<file path="config.mk">
export PLATFORM = sky130hd
export DESIGN_NAME = ro_grid_sentinel
export DESIGN_NICKNAME = d
export VERILOG_FILES = /design/src/rtl/ro_grid_pkg.sv /design/src/rtl/ro_edge_counter.sv /design/src/rtl/ro_pass_ctrl.sv /design/src/rtl/ro_nbr_judge.sv /design/src/rtl/ro_grid_sentinel.sv
export SDC_FILE = /design/constraint.sdc
export NUM_CORES = 2
export LEC_CHECK = 0
export BUFFER_PORTS_ARGS = -buffer_cell sky130_fd_sc_hd__buf_2
export CAP_MARGIN = 0
export CORE_MARGIN = 2
export CORE_UTILIZATION = 39
export CTS_CLUSTER_DIAMETER = 100
export DETAILED_ROUTE_END_ITERATION = 12
export MAX_ROUTING_LAYER = met4
export PLACE_DENSITY = 0.54
export SYNTH_ARGS = -nofsm -noshare
export SYNTH_HDL_FRONTEND = slang
export SYNTH_SLANG_ARGS = --single-unit
export TNS_END_PERCENT = 100
</file>
<file path="constraint.sdc">
create_clock -name clk -period 8.2 [get_ports clk]
set_input_delay 0.82 -clock clk [delete_from_list [all_inputs] [get_ports clk]]
set_output_delay 0.82 -clock clk [all_outputs]
set_load 0.05 [all_outputs]
</file>
<file path="src/rtl/ro_grid_pkg.sv">
`timescale 1ns/1ps
package ro_grid_pkg;

  typedef enum logic [1:0] {
    ST_IDLE  = 2'd0,
    ST_COUNT = 2'd1,
    ST_JUDGE = 2'd2
  } pass_state_e;

  // Number of orthogonal neighbours that exist for a grid position.
  function automatic int nbr_degree(int r, int c, int rows, int cols);
    int k;
    k = 0;
    if (r > 0)        k++;
    if (r < rows - 1) k++;
    if (c > 0)        k++;
    if (c < cols - 1) k++;
    return k;
  endfunction

endpackage

</file>
<file path="src/rtl/ro_edge_counter.sv">
`timescale 1ns/1ps
module ro_edge_counter #(
  parameter int CNT_W = 16
) (
  input  logic             clk,
  input  logic             rst_n,
  input  logic             osc_i,
  input  logic             clr_i,
  input  logic             en_i,
  output logic [CNT_W-1:0] cnt_o
);

  logic [2:0]       sync_q, sync_d;
  logic [CNT_W-1:0] cnt_q, cnt_d;
  logic             rise;

  // Two flops resolve metastability; the third remembers the last level.
  assign rise = sync_q[1] & ~sync_q[2];

  always_comb begin
    sync_d = {sync_q[1:0], osc_i};
    cnt_d  = cnt_q;
    if (clr_i) begin
      cnt_d = '0;
    end else if (en_i && rise) begin
      cnt_d = cnt_q + CNT_W'(1);
    end
  end

  always_ff @(posedge clk or negedge rst_n) begin
    if (!rst_n) begin
      sync_q <= '0;
      cnt_q  <= '0;
    end else begin
      sync_q <= sync_d;
      cnt_q  <= cnt_d;
    end
  end

  assign cnt_o = cnt_q;

endmodule

</file>
<file path="src/rtl/ro_pass_ctrl.sv">
`timescale 1ns/1ps
module ro_pass_ctrl
  import ro_grid_pkg::*;
#(
  parameter  int CNT_W    = 16,
  parameter  int MAX_LOG2 = 12,
  localparam int LOG_W    = $clog2(MAX_LOG2 + 1),
  localparam int WIN_W    = (MAX_LOG2 < 1) ? 1 : MAX_LOG2
) (
  input  logic             clk,
  input  logic             rst_n,
  input  logic             start_i,
  input  logic [LOG_W-1:0] win_log2_i,
  input  logic [CNT_W-1:0] thresh_i,
  output logic             clr_o,
  output logic             count_en_o,
  output logic             judge_o,
  output logic             busy_o,
  output logic [CNT_W-1:0] thr_o
);

  pass_state_e      state_q, state_d;
  logic [WIN_W-1:0] win_q, win_d;
  logic [LOG_W-1:0] n_q, n_d;
  logic [CNT_W-1:0] thr_q, thr_d;
  logic [LOG_W-1:0] n_clamped;
  logic [WIN_W-1:0] win_last;
  logic             accept;

  assign n_clamped = (win_log2_i > LOG_W'(MAX_LOG2)) ? LOG_W'(MAX_LOG2) : win_log2_i;
  // 2^N - 1; for N equal to the counter width the shift wraps to all ones.
  assign win_last  = (WIN_W'(1) << n_q) - WIN_W'(1);
  assign accept    = (state_q == ST_IDLE) && start_i;

  always_comb begin
    state_d = state_q;
    win_d   = win_q;
    n_d     = n_q;
    thr_d   = thr_q;
    unique case (state_q)
      ST_IDLE: begin
        if (start_i) begin
          state_d = ST_COUNT;
          win_d   = '0;
          n_d     = n_clamped;
          thr_d   = thresh_i;
        end
      end
      ST_COUNT: begin
        win_d = win_q + WIN_W'(1);
        if (win_q == win_last) begin
          state_d = ST_JUDGE;
        end
      end
      ST_JUDGE: begin
        state_d = ST_IDLE;
      end
      default: begin
        state_d = ST_IDLE;
      end
    endcase
  end

  always_ff @(posedge clk or negedge rst_n) begin
    if (!rst_n) begin
      state_q <= ST_IDLE;
      win_q   <= '0;
      n_q     <= '0;
      thr_q   <= '0;
    end else begin
      state_q <= state_d;
      win_q   <= win_d;
      n_q     <= n_d;
      thr_q   <= thr_d;
    end
  end

  assign clr_o      = accept;
  assign count_en_o = (state_q == ST_COUNT);
  assign judge_o    = (state_q == ST_JUDGE);
  assign busy_o     = (state_q != ST_IDLE);
  assign thr_o      = thr_q;

endmodule

</file>
<file path="src/rtl/ro_nbr_judge.sv">
`timescale 1ns/1ps
module ro_nbr_judge
  import ro_grid_pkg::*;
#(
  parameter  int ROWS  = 4,
  parameter  int COLS  = 4,
  parameter  int CNT_W = 16,
  localparam int SITES = ROWS * COLS,
  localparam int EXT_W = CNT_W + 3
) (
  input  logic [SITES-1:0][CNT_W-1:0] cnt_i,
  input  logic [CNT_W-1:0]            thr_i,
  output logic [SITES-1:0]            flag_o
);

  for (genvar r = 0; r < ROWS; r++) begin : g_row
    for (genvar c = 0; c < COLS; c++) begin : g_col
      localparam int IDX = r * COLS + c;
      localparam int DEG = nbr_degree(r, c, ROWS, COLS);

      logic [EXT_W-1:0] t_up, t_dn, t_lf, t_rt;
      logic [EXT_W-1:0] nsum, own_k, thr_k, gap;

      if (r > 0) begin : g_up
        assign t_up = EXT_W'(cnt_i[IDX-COLS]);
      end else begin : g_no_up
        assign t_up = '0;
      end
      if (r < ROWS - 1) begin : g_dn
        assign t_dn = EXT_W'(cnt_i[IDX+COLS]);
      end else begin : g_no_dn
        assign t_dn = '0;
      end
      if (c > 0) begin : g_lf
        assign t_lf = EXT_W'(cnt_i[IDX-1]);
      end else begin : g_no_lf
        assign t_lf = '0;
      end
      if (c < COLS - 1) begin : g_rt
        assign t_rt = EXT_W'(cnt_i[IDX+1]);
      end else begin : g_no_rt
        assign t_rt = '0;
      end

      // Scale own count and tolerance by the degree instead of dividing the sum.
      assign nsum  = t_up + t_dn + t_lf + t_rt;
      assign own_k = EXT_W'(cnt_i[IDX]) * EXT_W'(DEG);
      assign thr_k = EXT_W'(thr_i) * EXT_W'(DEG);
      assign gap   = (own_k >= nsum) ? (own_k - nsum) : (nsum - own_k);
      assign flag_o[IDX] = (gap > thr_k);
    end
  end

endmodule

</file>
<file path="src/rtl/ro_grid_sentinel.sv">
`timescale 1ns/1ps
module ro_grid_sentinel #(
  parameter  int ROWS     = 4,
  parameter  int COLS     = 4,
  parameter  int CNT_W    = 16,
  parameter  int MAX_LOG2 = 12,
  localparam int SITES    = ROWS * COLS,
  localparam int LOG_W    = $clog2(MAX_LOG2 + 1)
) (
  input  logic             clk,
  input  logic             rst_n,
  input  logic [SITES-1:0] osc_i,
  input  logic             start_i,
  input  logic [LOG_W-1:0] win_log2_i,
  input  logic [CNT_W-1:0] thresh_i,
  output logic             busy_o,
  output logic             done_o,
  output logic [SITES-1:0] mask_o
);

  logic                        clr, count_en, judge;
  logic [CNT_W-1:0]            thr;
  logic [SITES-1:0][CNT_W-1:0] counts;
  logic [SITES-1:0]            flags;
  logic [SITES-1:0]            mask_q, mask_d;
  logic                        done_q, done_d;

  ro_pass_ctrl #(
    .CNT_W    (CNT_W),
    .MAX_LOG2 (MAX_LOG2)
  ) i_ctrl (
    .clk        (clk),
    .rst_n      (rst_n),
    .start_i    (start_i),
    .win_log2_i (win_log2_i),
    .thresh_i   (thresh_i),
    .clr_o      (clr),
    .count_en_o (count_en),
    .judge_o    (judge),
    .busy_o     (busy_o),
    .thr_o      (thr)
  );

  for (genvar s = 0; s < SITES; s++) begin : g_site
    ro_edge_counter #(
      .CNT_W (CNT_W)
    ) i_cnt (
      .clk   (clk),
      .rst_n (rst_n),
      .osc_i (osc_i[s]),
      .clr_i (clr),
      .en_i  (count_en),
      .cnt_o (counts[s])
    );
  end

  ro_nbr_judge #(
    .ROWS  (ROWS),
    .COLS  (COLS),
    .CNT_W (CNT_W)
  ) i_judge (
    .cnt_i  (counts),
    .thr_i  (thr),
    .flag_o (flags)
  );

  always_comb begin
    mask_d = mask_q;
    done_d = judge;
    if (judge) begin
      mask_d = flags;
    end
  end

  always_ff @(posedge clk or negedge rst_n) begin
    if (!rst_n) begin
      mask_q <= '0;
      done_q <= 1'b0;
    end else begin
      mask_q <= mask_d;
      done_q <= done_d;
    end
  end

  assign mask_o = mask_q;
  assign done_o = done_q;

endmodule

</file>
==> flow_metrics.tcl <==
set metrics [dict create \
    cap_viol_max_count 0 \
    antenna_found_initial 15 \
    ys_ff_latch 355 \
    finalCritPeriodShare 0.998 \
    ys_seq_area_frac 0.123 \
    crit_required_ns 8.80 \
    gp_congestion 1.02 \
    arrival_ns 8.78 \
    ios 57 \
    core_um2 183000 \
    fp.dieH_um 434 \
    worstSetupPathType "reg -> reg" \
    worst_hold_slack_ns 0.100 \
    regArea_um2 8890 \
    initial_core_util 0.393 \
    first_iter_violations 5742 \
    synth.most_common_cell "ha_1" \
    drc 0 \
    slowest_stage "fa_1" \
    ctsHoldBuffers 0 \
    root_buffer "clkbuf_16" \
    timing.final.ws_setup_ns 0.0203 \
    clock_latency_ns 0.74 \
    endpoint_kind "flip-flop" \
    syn_inst 9188 \
    gr-total-overflow 0 \
    final_util 0.456 \
    worst_slew_pin_slew_ns 1.29 \
    synth_common_cells "ha_1, inv_1, a21oi_1" \
    finalMaxSlewViolations 0 \
    placement.io_buffers 56 \
    synth_cell_types 101 \
    cts_buffer_depth 3 \
    pre_cts_ws_ns -0.304 \
    drtAntennaViolNets 0 \
    wl_per_cell_um 24.5 \
    fin_crit_ns 8.18 \
    drive_above_1_share 0.129 \
    grt_util_all_layers 0.320 \
    skew_ns 0.0392 \
    clkSlewWorstSetupHoldPaths_ns 0.06 \
    maxSlewHeadroom 0.138 \
    fmax_ghz 0.122 \
    synth_top_area_cell "ha_1" \
    multi_input_area_um2 60200 \
    critPathLaunchType "flip-flop" \
    rsz0062_at_grt "yes" \
    syn_avg_cell_area_um2 7.85 \
    syn-num-nets 10800 \
    cts_tree "built" \
    fp.dieW_um 434 \
    place_inst 12100 \
    netlist.area_leader.share 0.248 \
    grt_start_max_net_pins 129 \
    ys.flop_type "dfrtp_1" \
    min_path_type "in -> async" \
    rows 157 \
    final_cells 12300 \
    cts.sinks 355 \
    crit_family "compound AO/OA/AOI/OAI gates" \
    area_growth_pct 16.0 \
    vias 69900 \
    drt_pre_antenna_iters 6 \
    yosysWarnings 0 \
    worst-path-buf-inv 3 \
    finalNetCount 11300 \
    synth.area.top_cells "ha_1, dfrtp_1, xnor2_1" \
    synth_edf_count 0 \
    slowest_delay_ns 0.50 \
    cts_buffers 57 \
    hold_viol 0 \
    fillers 18400 \
    setup_viol 0 \
    grt_pass1_wl_mm 436 \
    die_area_um2 188000 \
    synth-async-reset-ratio 1.00 \
    drt_wl_total_mm 301 \
    htree_levels 2 \
    syn_area_um2 72100 \
    outcome "finished, final reports clean" \
    hpwlAfterDp_mm 245 \
    critPathMaxFanout 7 \
    vias_per_cell 5.69 \
    grt_pass1_vias 66700 \
]
[sequential cells by signal, summed over array words and instances, names as in the netlist]
register / cells
done_o: 1
g_site.i_cnt.cnt_o: 256
g_site.i_cnt.sync_q: 48
i_ctrl.n_q: 4
i_ctrl.state_q: 2
i_ctrl.thr_o: 16
i_ctrl.win_q: 12
mask_o: 16
[per-stage QoR]
stage / area (um2) / TNS, ns
floorplan: 72200 / 0
global placement: 79400 / -0.522
detailed placement: 79400 / -0.857
CTS: 81700 / -0.00244
global route: 83600 / -1.43
finish: 83600 / 0
[worst register-to-register path, delay by kind of cell (launching register included)]
kind | cells | cell delay [ns]
adders and majority gates | 6 | 1.84
DFF | 1 | 0.41
buffers and inverters | 3 | 0.26
muxes | 2 | 0.61
and+or+nand+nor | 7 | 1.10
AOI/OAI and AO/OA | 19 | 3.54
xor gates and xnor gates | 2 | 0.31
[layout make-up]
class                           instances  share of cell area
Antenna cell                            4            0.000120
Clock inverter                         33             0.00468
Sequential cell                       355               0.106
Tap cell                             2464              0.0369
Inverter                             1071              0.0481
Timing Repair Buffer                  708              0.0645
Multi-Input combinational cell       7560               0.720
Clock buffer                           74              0.0194
[what timing repair did]
item,CTS,global route
resized for setup,45,361
setup endpoints to repair,9,12
pin swaps,20,193
cloned,0,0
setup buffers,7,65
[cells by family (layout without fill, tap and decap cells)]
family / Yosys count / in the layout / share of synthesized area
multiplexers: 190 / 190 / 0.0275
AND/OR/NAND/NOR: 2333 / 2333 / 0.156
buffers and inverters: 1273 / 1886 / 0.0676
AO/OA/AOI/OAI: 2479 / 2479 / 0.221
XOR/XNOR: 1002 / 1002 / 0.122
other: 0 / 4 / 0
flip-flops: 355 / 355 / 0.123
adder cells (fa/ha/maj): 1556 / 1556 / 0.283
[final timing paths]
path,startpoint,end,slack (ns),depth (start not counted)
setup / recovery,g_site[1].i_cnt.cnt_o[0]$_DFFE_PN0P_,mask_o[5]$_DFFE_PN0P_,0.02,39
hold / removal,rst_n,g_site[12].i_cnt.cnt_o[15]$_DFFE_PN0P_,0.10,1
setup reg to reg,g_site[1].i_cnt.cnt_o[0]$_DFFE_PN0P_,mask_o[5]$_DFFE_PN0P_,0.02,39
hold reg to reg,g_site[6].i_cnt.sync_q[0]$_DFF_PN0_,g_site[6].i_cnt.sync_q[1]$_DFF_PN0_,0.35,0
max in group asynchronous,rst_n,g_site[11].i_cnt.cnt_o[2]$_DFFE_PN0P_,6.60,2
min in group clk,osc_i[0],g_site[0].i_cnt.sync_q[0]$_DFF_PN0_,0.18,1
[cells in the final DEF, fill, tap and decap left out, types with 53 or more instances in the layout]
| cell | netlist | routed |
|---|---|---|
| o21bai_1 | 132 | 130 |
| ha_1 | 1427 | 1407 |
| xnor2_1 | 737 | 717 |
| fa_1 | 129 | 122 |
| nor2_1 | 738 | 731 |
| mux2i_1 | 132 | 124 |
| and3_1 | 95 | 90 |
| o21a_1 | 121 | 118 |
| a21o_1 | 404 | 404 |
| o21ai_1 | 14 | 53 |
| nor3_1 | 165 | 155 |
| buf_2 | 33 | 55 |
| xor2_1 | 265 | 256 |
| nand3_1 | 252 | 248 |
| nand4_1 | 154 | 154 |
| o21ai_0 | 491 | 431 |
| dfrtp_1 | 355 | 347 |
| a21oi_1 | 755 | 684 |
| buf_4 | 7 | 627 |
| a21oi_2 | 3 | 69 |
| nor2b_1 | 140 | 134 |
| nand2_1 | 475 | 472 |
| a31oi_1 | 77 | 68 |
| inv_1 | 1071 | 1057 |
| nand2b_1 | 77 | 75 |
| clkbuf_16 | 0 | 57 |
[routing by layer]
metal / routed length (um) / GRT usage / vias up
met3: 16200 / 0.0283 / 494
li1: - / - / 33400
met1: 134000 / 0.420 / 33800
met5: 0 / - / -
met2: 132000 / 0.494 / 2099
met4: 18300 / 0.161 / 0
Power is not shown: default switching activity piles up to over one toggle a cycle in this logic, so the estimate is an artifact.
